### config.mk
export PLATFORM = sky130hd
export DESIGN_NAME = uart_rx_fifo
export DESIGN_NICKNAME = d
export VERILOG_FILES = /design/src/rtl/uart_rx_fifo.sv
export SDC_FILE = /design/constraint.sdc
export NUM_CORES = 1
export LEC_CHECK = 0
export ABC_AREA = 1
export BUFFER_PORTS_ARGS = -buffer_cell sky130_fd_sc_hd__buf_2
export CORE_ASPECT_RATIO = 1.75
export CORE_MARGIN = 2
export CORE_UTILIZATION = 40
export DETAILED_ROUTE_END_ITERATION = 7
export GPL_ROUTABILITY_DRIVEN = 0
export PLACE_DENSITY = 0.63
export SYNTH_ARGS = -nofsm -noshare
export SYNTH_HDL_FRONTEND = slang
export SYNTH_SLANG_ARGS = --single-unit
### constraint.sdc
create_clock -name clk -period 3.05 [get_ports clk]
set_input_delay 0.305 -clock clk [delete_from_list [all_inputs] [get_ports clk]]
set_output_delay 0.305 -clock clk [all_outputs]
set_load 0.01 [all_outputs]
### src/rtl/uart_rx_fifo.sv
module uart_rx_fifo #(
  parameter int DEPTH         = 16,
  parameter int WIDTH         = 8,
  parameter int TIMEOUT_CHARS = 4,
  parameter int AW            = $clog2(DEPTH),
  parameter int CW            = $clog2(DEPTH + 1),
  parameter int LW            = CW + 1
) (
  input  logic             clk,
  input  logic             rst_n,
  input  logic             rx_en,
  input  logic             flush,
  input  logic             wr_en,
  input  logic [WIDTH-1:0] wr_data,
  input  logic             rd_en,
  output logic [WIDTH-1:0] rd_data,
  input  logic [LW-1:0]    trig_level,
  input  logic             char_tick,
  output logic             empty,
  output logic             full,
  output logic             trig,
  output logic             overrun,
  output logic             rx_timeout
);
  localparam int TW = (TIMEOUT_CHARS > 2) ? $clog2(TIMEOUT_CHARS) : 1;

  logic [WIDTH-1:0] mem [DEPTH];
  logic [CW-1:0]    cnt, cnt_nx;
  logic [AW-1:0]    wptr, rptr;
  logic [TW-1:0]    tmo_cnt;
  logic             tmo_arm;
  logic             wr_acc, rd_acc;

  assign empty  = (cnt == '0);
  assign full   = (cnt == CW'(DEPTH));
  assign wr_acc = rx_en & ~flush & wr_en & ~full;
  assign rd_acc = rx_en & ~flush & rd_en & ~empty;
  assign cnt_nx = cnt + CW'(wr_acc) - CW'(rd_acc);
  assign rptr   = wptr - cnt[AW-1:0];
  assign rd_data = (rx_en && !empty) ? mem[rptr] : '0;

  always_ff @(posedge clk)
    if (wr_acc) mem[wptr] <= wr_data;

  always_ff @(posedge clk or negedge rst_n) begin
    if (!rst_n) begin
      cnt        <= '0;
      wptr       <= '0;
      trig       <= 1'b0;
      overrun    <= 1'b0;
      rx_timeout <= 1'b0;
      tmo_arm    <= 1'b0;
      tmo_cnt    <= '0;
    end else begin
      overrun    <= rx_en & ~flush & wr_en & full;
      rx_timeout <= 1'b0;
      if (flush) begin
        cnt     <= '0;
        wptr    <= '0;
        trig    <= 1'b0;
        tmo_arm <= 1'b0;
        tmo_cnt <= '0;
      end else begin
        cnt <= cnt_nx;
        if (wr_acc) wptr <= wptr + AW'(1);
        if (wr_acc && {1'b0, cnt_nx} >= trig_level) trig <= 1'b1;
        if (rd_acc && {1'b0, cnt_nx} <  trig_level) trig <= 1'b0;
        if (wr_acc) begin
          tmo_arm <= 1'b1;
          tmo_cnt <= '0;
        end else if (tmo_arm && char_tick) begin
          if (tmo_cnt == TW'(TIMEOUT_CHARS - 1)) begin
            rx_timeout <= 1'b1;
            tmo_arm    <= 1'b0;
          end else begin
            tmo_cnt <= tmo_cnt + TW'(1);
          end
        end
      end
    end
  end

  a_r1_count_bounded: assert property (@(posedge clk) disable iff (!rst_n)
    cnt <= CW'(DEPTH));
  a_r2_read_clears_full: assert property (@(posedge clk) disable iff (!rst_n)
    (full && rx_en && rd_en && !wr_en && !flush) |=> !full);
  a_r3_overrun_pulse: assert property (@(posedge clk) disable iff (!rst_n)
    (full && rx_en && wr_en && !flush) |=> (overrun && $stable(cnt)));
  a_r7_timeout_on_tick: assert property (@(posedge clk) disable iff (!rst_n)
    rx_timeout |-> $past(char_tick));
  a_r8_disabled_hold: assert property (@(posedge clk) disable iff (!rst_n)
    (!rx_en && !flush) |=> ($stable(cnt) && $stable(wptr)));
  a_r9_flush_clears: assert property (@(posedge clk) disable iff (!rst_n)
    flush |=> (empty && !trig && !rx_timeout));
  a_r10_both_keep_count: assert property (@(posedge clk) disable iff (!rst_n)
    (rx_en && wr_en && rd_en && !flush && !empty && !full) |=> $stable(cnt));
endmodule

==> summary.md <==
| Metric | Value |
|---|---|
| Final setup skew | 6.210 ps |
| Die area | 17340 sq um |
| Worst setup SP type | flip-flop |
| DRT antenna net count | 0 |
| Initial antenna violation count | 0 |
| Clock root cell | clkbuf_16 |
| Static Leak | 0.003399 uW |
| Setup TNS | 0 ps |
| Status | finished clean |
| Largest vdd supply drop | 970.1 uV |
| Num CTS Buffers | 17 |
| CTS tree | done |
| Post-DP HPWL | 9.750 mm |
| Clock transition at path regs | 60 ps |
| Cell area power density | 1000 nW/um^2 |
| IO Count | 34 |
| Max Cap Viol | 0 |
| Clk sink count | 143 |
| Hold Violations, Final | 0 |
| Hold path depth | 3 |
| Chip height | 172.7 um |
| Arrival time worst endpoint | 3350 ps |
| Critical Path End Type | flip-flop |
| Setup-failing EPs final | 0 |
| Hold crit path type | in -> reg |
| Hold_sp | wr_en |
| Drt pass-1 iters | 6 |
| CP Cell Sequence | inv_2 > ha_4 > nand3_4 > nand2_2 > inv_2 > ha_4 > inv_4 > ha_4 > inv_2 > fa_2 > nor2_2 > o21bai_1 > nand2_1 > xor2_2 > inv_2 > ha_4 > nand2_2 > nor2_1 > nand2_1 > nand3_1 > nand2_1 > a21oi_1 |
| Crit path max-delay cell type | dfrtp_1 |
| Cell Rows | 61 |
| Achievable Freq | 0.3320 GHz |
| Clk buf depth | 2 |
| Largest net degree at the start of global routing | 65 |
| Layout area overhead | 25.55% |
| Layout cells sized above 1 | 0.2500 |
| Synthesis-stage register bit count | 143 |
| Cells on worst reg2reg path | 22 |
| CP required | 3390 ps |
| Multi-input gate area | 2232 sq um |
| Net Count, Synth | 672 |
| H-tree depth | 4 |
| Reg-to-reg slack, setup | 40 ps |
| Die Span X | 100.4 um |
| Total power draw | 8165 uW |
| WL per Instance | 16.84 um |
| Final #Nets | 754 |
| Number of global-route vias before repair | 4661 |
| CP Depth | 22 |
| Port Buffers | 33 |
| Layout Cells excl Fill | 913 |
| Routed vias | 4652 |
| DRT Wirelength | 15.38 mm |
| Worst skew pair latency | 410 ps |
| DRC | 0 |
| Fill cells | 1392 |
| Post-route design area | 8165 sq um |
| Area of the core | 15880 sq um |
| Starting Density | 0.4097 |
| Fin crit share | 0.9875 |
| Max-slew headroom | 0.4073 |
| Via density | 5.095 |
| Cells after Synth | 630 |
| Yosys cell types | 28 |
| Post-layout minimum cycle time | 3012 ps |
| Worst Setup Path Type | reg -> reg |
| Sequential Area | 4220 sq um |
| CP max stage delay | 390 ps |
| Placed Instances | 863 |
| Placed Area | 7061 sq um |
| Crit-path max FO | 2 |
| Grt total ovfl | 0 |
| Worst-Margin Slew | 885.7 ps |
| Antenna cells | 0 |
| Global-route wire length before repair | 23.58 mm |
| Hold slack | 141.8 ps |
| Post-synthesis cell area | 6504 sq um |
| Worst R2R Start | cnt[3] |
| Yosys warns | 0 |
| RSZ-0062 raised after global routing | true |
| Hold EP | overrun |
| Max-slew violation count | 0 |
| Post-synthesis sequential area ratio | 0.6487 |
| R2r endpoint | trig |
| Crit path buf inv count | 5 |
| Average cell area after synthesis | 10.32 sq um |
| Initial DRC count | 239 |
| Total global-route track usage | 0.1810 |
| Largest delay contributor family on the critical path | adder cells |
worst min-delay path: stages:
cell and delay, ps:
buf_2 100, inv_1 60, nor3_1 50
per-stage QoR:
stage / worst slack (ps) / utilization
finish: 38.21 / 0.5143
global route: -115.8 / 0.5143
CTS: -2.836 / 0.4952
detailed placement: -160.6 / 0.4448
global placement: -44.19 / 0.4448
floorplan: 20.85 / -
flip-flops by register name, indices dropped and copies added (netlist names):
name / flops
rx_timeout: 1
overrun: 1
wptr: 4
tmo_arm: 1
mem: 128
tmo_cnt: 2
trig: 1
cnt: 5
worst max path at each step:
stage / startpoint / endpoint / slack [ps]
6_report: cnt[3] / trig / 40
2_1_floorplan: cnt[3] / trig / 20
3_5_place_dp: cnt[3] / trig / -160
3_3_place_gp: cnt[2] / trig / -40
5_1_grt: cnt[2] / trig / -120
4_1_cts: cnt[3] / trig / -3
cells in the mapped netlist (all sizes together):
master,instances,share of area
a21boi,1,0.0012
a21oi,11,0.0085
buf,16,0.015
clkbuf,8,0.0062
dfrtp,15,0.058
edfxtp,128,0.59
fa,2,0.0062
ha,19,0.037
inv,46,0.027
nand2,248,0.15
nand3,73,0.058
nand3b,1,0.0012
nor2,42,0.025
nor3,6,0.0046
o21ai,5,0.0038
o21bai,3,0.0035
xnor2,2,0.0038
xor2,4,0.0065
layout make-up:
class                      instances  share of cell area
multi-input combinational        417              0.2734
tap                              189             0.02896
timing repair buffer              87             0.08029
inverter                          46             0.02176
clock inverter                    13             0.02620
clock buffer                      18             0.05256
sequential                       143              0.5169
logic make-up (layout without fill, tap and decap cells):
| family | after synthesis | count (layout) | synth area share |
|---|---|---|---|
| DFF | 143 | 143 | 0.6487 |
| AOI/OAI and AO/OA | 20 | 20 | 0.01693 |
| and+or+nand+nor | 370 | 370 | 0.2336 |
| xor gates and xnor gates | 6 | 6 | 0.01039 |
| buffers and inverters | 70 | 164 | 0.04771 |
| adders and majority gates | 21 | 21 | 0.04271 |
where the power goes:
group	internal, uW	switching [uW]	total [uW]
Clock	1450	795	2250
Combinational	1450	2240	3690
Sequential	2190	35.4	2220
cell usage in the layout (no fill, tap or decap), drive strengths merged:
cell,instances
nand2,248
edfxtp,128
buf,84
nand3,73
inv,47
nor2,42
clkbuf,20
ha,19
dfrtp,15
a21oi,11
nor3,6
o21ai,5
bufinv,5
clkinv,5
xor2,4
o21bai,3
fa,2
clkinvlp,2
xnor2,2
nand3b,1
a21boi,1
dlygate4sd3,1
routing by layer:
metal / track usage / vias up / wire [um]
li1: - / 2254 / -
met1: 0.1956 / 2242 / 5607
met2: 0.3347 / 126 / 8776
met3: 0.03395 / 30 / 600
met4: 0.07877 / 0 / 393
met5: 0 / - / 0
what timing repair did:
item                       CTS  global route
setup buffers               10             7
hold endpoints to repair    15             0
hold buffers                 1             0
setup endpoints to repair    6             8
pin swaps                   12            43
gates cloned                 0             2
resized for setup           18            52
Power figures use the tool's default switching activity.
